==> config.mk <==
export PLATFORM = sky130hd
export DESIGN_NAME = pfd_top
export DESIGN_NICKNAME = d
export VERILOG_FILES = /design/src/rtl/pfd_pkg.sv /design/src/rtl/pfd_flags.sv /design/src/rtl/pfd_lock.sv /design/src/rtl/pfd_top.sv
export SDC_FILE = /design/constraint.sdc
export NUM_CORES = 1
export LEC_CHECK = 0
export ABC_CLOCK_PERIOD_IN_PS = 3200
export BUFFER_PORTS_ARGS = -buffer_cell sky130_fd_sc_hd__buf_2
export CAP_MARGIN = 5
export CORE_MARGIN = 2
export CORE_UTILIZATION = 57
export CTS_BUF_LIST = sky130_fd_sc_hd__clkbuf_16
export DETAILED_ROUTE_END_ITERATION = 10
export MAX_ROUTING_LAYER = met4
export PLACE_DENSITY = 0.79
export REMOVE_ABC_BUFFERS = 1
export SLEW_MARGIN = 15
export SYNTH_ARGS = -nofsm -noshare
export SYNTH_HDL_FRONTEND = slang
export SYNTH_SLANG_ARGS = --single-unit
==> constraint.sdc <==
create_clock -name clk -period 3.2 [get_ports clk]
set_input_delay 0.32 -clock clk [delete_from_list [all_inputs] [get_ports clk]]
set_output_delay 0.32 -clock clk [all_outputs]
set_load 0.05 [all_outputs]
==> src/rtl/pfd_pkg.sv <==
package pfd_pkg;

    typedef logic signed [1:0] phase_t;

    typedef struct packed {
        logic up;
        logic dn;
    } pump_t;

    localparam phase_t PH_LEAD = 2'sb01;
    localparam phase_t PH_IDLE = 2'sb00;
    localparam phase_t PH_LAG  = 2'sb11;

    function automatic phase_t pump_to_phase(input pump_t p);
        phase_t a, b;
        a = $signed({1'b0, p.up});
        b = $signed({1'b0, p.dn});
        return phase_t'(a - b);
    endfunction

    function automatic logic one_sided(input pump_t p);
        return p.up ^ p.dn;
    endfunction

    function automatic logic both_set(input pump_t p);
        return p.up & p.dn;
    endfunction

endpackage

==> src/rtl/pfd_flags.sv <==
module pfd_flags
    import pfd_pkg::*;
#(
    parameter int CNT_W = 4
) (
    input  logic             clk,
    input  logic             rst,
    input  logic             ref_stb,
    input  logic             fb_stb,
    input  logic [CNT_W-1:0] ovl_len,
    output pump_t            pump
);

    localparam logic [CNT_W-1:0] ONE = CNT_W'(1);

    logic [CNT_W-1:0] win;
    logic [CNT_W-1:0] cnt;
    logic             both;

    assign win  = (ovl_len == '0) ? ONE : ovl_len;
    assign both = both_set(pump);

    always_ff @(posedge clk) begin
        if (rst) begin
            pump <= '0;
            cnt  <= '0;
        end else if (both) begin
            if (cnt == win - ONE) begin
                pump <= '0;
                cnt  <= '0;
            end else begin
                cnt <= cnt + ONE;
            end
        end else begin
            cnt <= '0;
            if (ref_stb) pump.up <= 1'b1;
            if (fb_stb)  pump.dn <= 1'b1;
        end
    end

    // a strobe outside the overlap sets its flag after the edge
    assert_ref_sets_up_R2: assert property (@(posedge clk) disable iff (rst)
        (ref_stb && !both) |=> pump.up);
    assert_fb_sets_dn_R2: assert property (@(posedge clk) disable iff (rst)
        (fb_stb && !both) |=> pump.dn);

    // leaving the overlap clears both flags together
    assert_clear_together_R4: assert property (@(posedge clk) disable iff (rst)
        ($past(both) && !both) |-> (!pump.up && !pump.dn));

    // the overlap counter stays inside its window
    assert_overlap_bound_R4: assert property (@(posedge clk) disable iff (rst)
        both |-> (cnt < win));

endmodule

==> src/rtl/pfd_lock.sv <==
module pfd_lock
    import pfd_pkg::*;
#(
    parameter int CNT_W  = 4,
    parameter int LOCK_W = 6
) (
    input  logic              clk,
    input  logic              rst,
    input  logic              ref_stb,
    input  pump_t             pump,
    input  logic [CNT_W-1:0]  ovl_len,
    input  logic [LOCK_W-1:0] lock_len,
    output logic              locked
);

    localparam logic [CNT_W-1:0]  C_ONE = CNT_W'(1);
    localparam logic [LOCK_W-1:0] L_ONE = LOCK_W'(1);
    localparam logic [CNT_W-1:0]  C_MAX = '1;

    logic [CNT_W-1:0]  win;
    logic [CNT_W-1:0]  run;
    logic [LOCK_W-1:0] target;
    logic [LOCK_W-1:0] good;
    logic [LOCK_W-1:0] good_next;
    logic              bad;
    logic              bad_now;
    logic              single;

    assign win    = (ovl_len == '0) ? C_ONE : ovl_len;
    assign target = (lock_len == '0) ? L_ONE : lock_len;
    assign single = one_sided(pump);

    always_comb begin
        bad_now = bad | (single && (run >= win));
        if (bad_now)            good_next = '0;
        else if (good < target) good_next = good + L_ONE;
        else                    good_next = good;
    end

    always_ff @(posedge clk) begin
        if (rst) begin
            run    <= '0;
            bad    <= 1'b0;
            good   <= '0;
            locked <= 1'b0;
        end else begin
            if (!single)           run <= '0;
            else if (run != C_MAX) run <= run + C_ONE;
            if (ref_stb) begin
                good   <= good_next;
                bad    <= 1'b0;
                locked <= (good_next >= target);
            end else begin
                bad <= bad_now;
            end
        end
    end

    // the lock flag moves only at a sampled reference strobe
    assert_lock_rise_on_ref_R9: assert property (@(posedge clk) disable iff (rst)
        $rose(locked) |-> $past(ref_stb));
    assert_lock_fall_on_ref_R9: assert property (@(posedge clk) disable iff (rst)
        $fell(locked) |-> $past(ref_stb));

endmodule

==> src/rtl/pfd_top.sv <==
module pfd_top
    import pfd_pkg::*;
#(
    parameter int OVL_W  = 4,
    parameter int LOCK_W = 6
) (
    input  logic              clk,
    input  logic              rst,
    input  logic              ref_stb,
    input  logic              fb_stb,
    input  logic [OVL_W-1:0]  ovl_len,
    input  logic [LOCK_W-1:0] lock_len,
    output logic              up,
    output logic              dn,
    output logic signed [1:0] phase,
    output logic              locked
);

    pump_t pump;

    pfd_flags #(.CNT_W(OVL_W)) u_flags (
        .clk     (clk),
        .rst     (rst),
        .ref_stb (ref_stb),
        .fb_stb  (fb_stb),
        .ovl_len (ovl_len),
        .pump    (pump)
    );

    pfd_lock #(.CNT_W(OVL_W), .LOCK_W(LOCK_W)) u_lock (
        .clk      (clk),
        .rst      (rst),
        .ref_stb  (ref_stb),
        .pump     (pump),
        .ovl_len  (ovl_len),
        .lock_len (lock_len),
        .locked   (locked)
    );

    assign up    = pump.up;
    assign dn    = pump.dn;
    assign phase = pump_to_phase(pump);

    // the unused code never shows on the phase word
    assert_phase_code_R3: assert property (@(posedge clk) disable iff (rst)
        phase != 2'b10);

    // coincident strobes from idle raise both flags at once
    assert_coincident_R6: assert property (@(posedge clk) disable iff (rst)
        (ref_stb && fb_stb && !up && !dn) |=> (up && dn));

    // the edge after reset leaves everything idle
    assert_reset_idle_R1: assert property (@(posedge clk)
        $past(rst) |-> (!up && !dn && !locked));

endmodule

==> qor.yml <==
cp-end-kind: "register"
drt_wl_total_um: 3160
clk_pin_slew_worst_paths_ps: 50
diodes: 0
synth_top_family_by_area: "simple AND/OR/NAND/NOR gates"
hp-class: "input pin to register"
die_height_um: 54.3
tightest_slew_ps: 412
synth_fa_ha_area_share_pct: 18.2
yosysSeqAreaShare_pct: 25.0
max_slew_margin_pct: 72.5
nets: 228
ys_warn_count: 0
place_congestion: 0.868
wl_met3_um: 102
port_buffers: 18
grt_pass1_wl_um: 5020
wl_met2_um: 1600
yosys-top-cells-area: "dfxtp_1 25%, ha_1 18%, inv_1 4.9%"
tritoncts: "done"
syn_inst: 170
leakage_uw: 0.000776
synth_area_um2: 1440
ys_types: 45
drive_above_1_share_pct: 17.2
required_ps: 3340
yosysTopAreaCell: "dfxtp_1"
via_count: 1318
vias_per_cell: 5.94
clockBufferDepth: 2
wl_met1_um: 1360
synth_seq_cells: 18
synthMuxAreaShare_pct: 1.39
place_area_um2: 1580
crit_type: "register to register"
firstDrtPassIters: 5
io_pins: 19
cts_resized: 0
finalSetupViolCount: 0
synthFlopType: "dfxtp_1"
synthDominantCellAreaShare_pct: 25.0
maxCapViolations: 0
worst_ep_arrival_time_ps: 3160
drt-initial-drc-count: 25
fmax_mhz: 332
tns_ps: 0
clock_sinks: 18
drc: 0
cts_made_buffers: 3
wl_per_cell_um: 14.2
async_reset_ff_share_pct: 0
avgSynthCellArea_um2: 8.49
vdd_ir_drop_max_mv: 0.298
synth_compound_area_share_pct: 21.4
hpwlAfterDp_um: 2520
start_util_pct: 59.4
grt_max_degree: 15
die_area_um2: 2950
clockRootBuffer: "clkbuf_16"
synth_simple_gate_area_share_pct: 21.8
p_per_area_nw_per_um2: 383
rows: 18
startpoint_type: "register"
period_minus_slack_ps: 3010
cts_hold_buf: 0
top_layer_used: "met4"
final_hold_viol_count: 0
synth_xor_area_share_pct: 6.07
fin_skew_ps: 2.34
htreeDepth: 1
ant_nets: 0
cts_setup_buffers: 0
slew_viol_final: 0
antenna_found_initial: 0
grt.total_usage_pct: 24.0
areaGrowthSynthToFinish_pct: 14.8
grt.overflow.total: 0
first_global_vias: 1173
core_um2: 2430
path_max_fanout: 9
rsz0062_at_grt: "no"
dieWidth_um: 54.3
clk_latency_ps: 250
finalCritPeriodShare_pct: 94.2
finalInstanceArea_um2: 1660
outcome: "complete, no violations"
synth_edf_count: 0
## cells in the mapped netlist, types with 2 or more instances
cell type	instances
clkbuf_1	2
nand3_1	9
inv_1	19
nand2_1	10
or4_1	3
a31oi_1	6
xor2_1	3
dfxtp_1	18
a21o_1	5
a21oi_1	8
or3_1	2
nor2_1	12
nor2b_1	2
o21ai_0	3
o31ai_1	3
nand2b_1	2
xnor2_1	7
nor3_1	7
and3_1	2
mux2i_1	2
ha_1	21
## cell type report
| type | count | area, um^2 |
|---|---|---|
| multi-input cells | 129 | 993 |
| well taps | 30 | 37.5 |
| inverters | 20 | 75.1 |
| clock buffers | 3 | 75.1 |
| fillers | 202 | 774 |
| clock inverters | 1 | 3.75 |
| flip-flops and latches | 18 | 360 |
| repair buffers | 21 | 113 |
## state kept, by name, indices dropped and copies added, names as in the netlist
register and flops:
u_lock.run 4, u_lock.bad 1, u_lock.good 6, u_flags.pump 2
u_lock.locked 1, u_flags.cnt 4
## final timing paths
kind | cells past startpoint | to | slack (ps) | from
max | 11 | u_lock.locked$_SDFFE_PP0P_ | 190 | u_lock.good[3]$_SDFFE_PP0P_
max reg2reg | 11 | u_lock.locked$_SDFFE_PP0P_ | 190 | u_lock.good[3]$_SDFFE_PP0P_
min reg2reg | 1 | u_flags.cnt[0]$_SDFF_PP0_ | 500 | u_flags.cnt[0]$_SDFF_PP0_
min | 2 | u_lock.bad$_SDFF_PP0_ | 370 | ref_stb
## power by group
group	internal, uW	switching, uW	total (uW)
combinational	53.2	87.0	140
clock	166	84.7	251
sequential	233	11.5	244
total	452	183	636
## per-layer routing
layer  vias up  global-route usage, %
met5         -                      -
met4         0                   12.1
met3         9                   4.37
met2        28                   41.0
met1       611                   26.6
li1        670                      -
## cells by family after synthesis
group,after synthesis
xor+xnor,10
fa+ha+maj,21
simple gates,57
buf+inv,23
flops,18
mux,2
compound gates,39
## cells in the final DEF, fill, tap and decap left out, types with 3 or more instances in the layout
| master | instances |
|---|---|
| nand2_1 | 10 |
| a31oi_1 | 6 |
| ha_1 | 21 |
| or4_1 | 3 |
| a21oi_1 | 8 |
| nor2_1 | 12 |
| o21ai_0 | 3 |
| xor2_1 | 3 |
| a21o_1 | 5 |
| nand3_1 | 9 |
| buf_2 | 18 |
| dfxtp_1 | 18 |
| clkbuf_16 | 3 |
| o31ai_1 | 3 |
| buf_4 | 3 |
| nor3_1 | 7 |
| xnor2_1 | 7 |
| inv_1 | 19 |
## worst max-delay path, stage by stage, from the launching register on
cell,delay (ps)
dfxtp_1,450
ha_1,290
a21o_1,210
a31oi_4,220
o31ai_4,150
or4_1,500
a21oi_1,240
ha_1,280
and3_1,150
a21oi_1,90
o21ai_0,90
o31a_1,230
## through the flow
| step | utilization (%) | hold slack (ps) | setup slack, ps | std cells | power, uW |
|---|---|---|---|---|---|
| detailed placement | 64.9 | 491 | 105 | 218 | 388 |
| global route | 68.2 | 366 | 7.17 | 222 | 664 |
| CTS | 68.2 | 352 | 188 | 222 | 639 |
| global placement | 64.9 | 467 | 157 | 218 | 382 |
| finish | 68.2 | 367 | 185 | 222 | 636 |
| floorplan | - | 389 | 163 | 167 | 346 |
(Power assumes the default switching activity.)
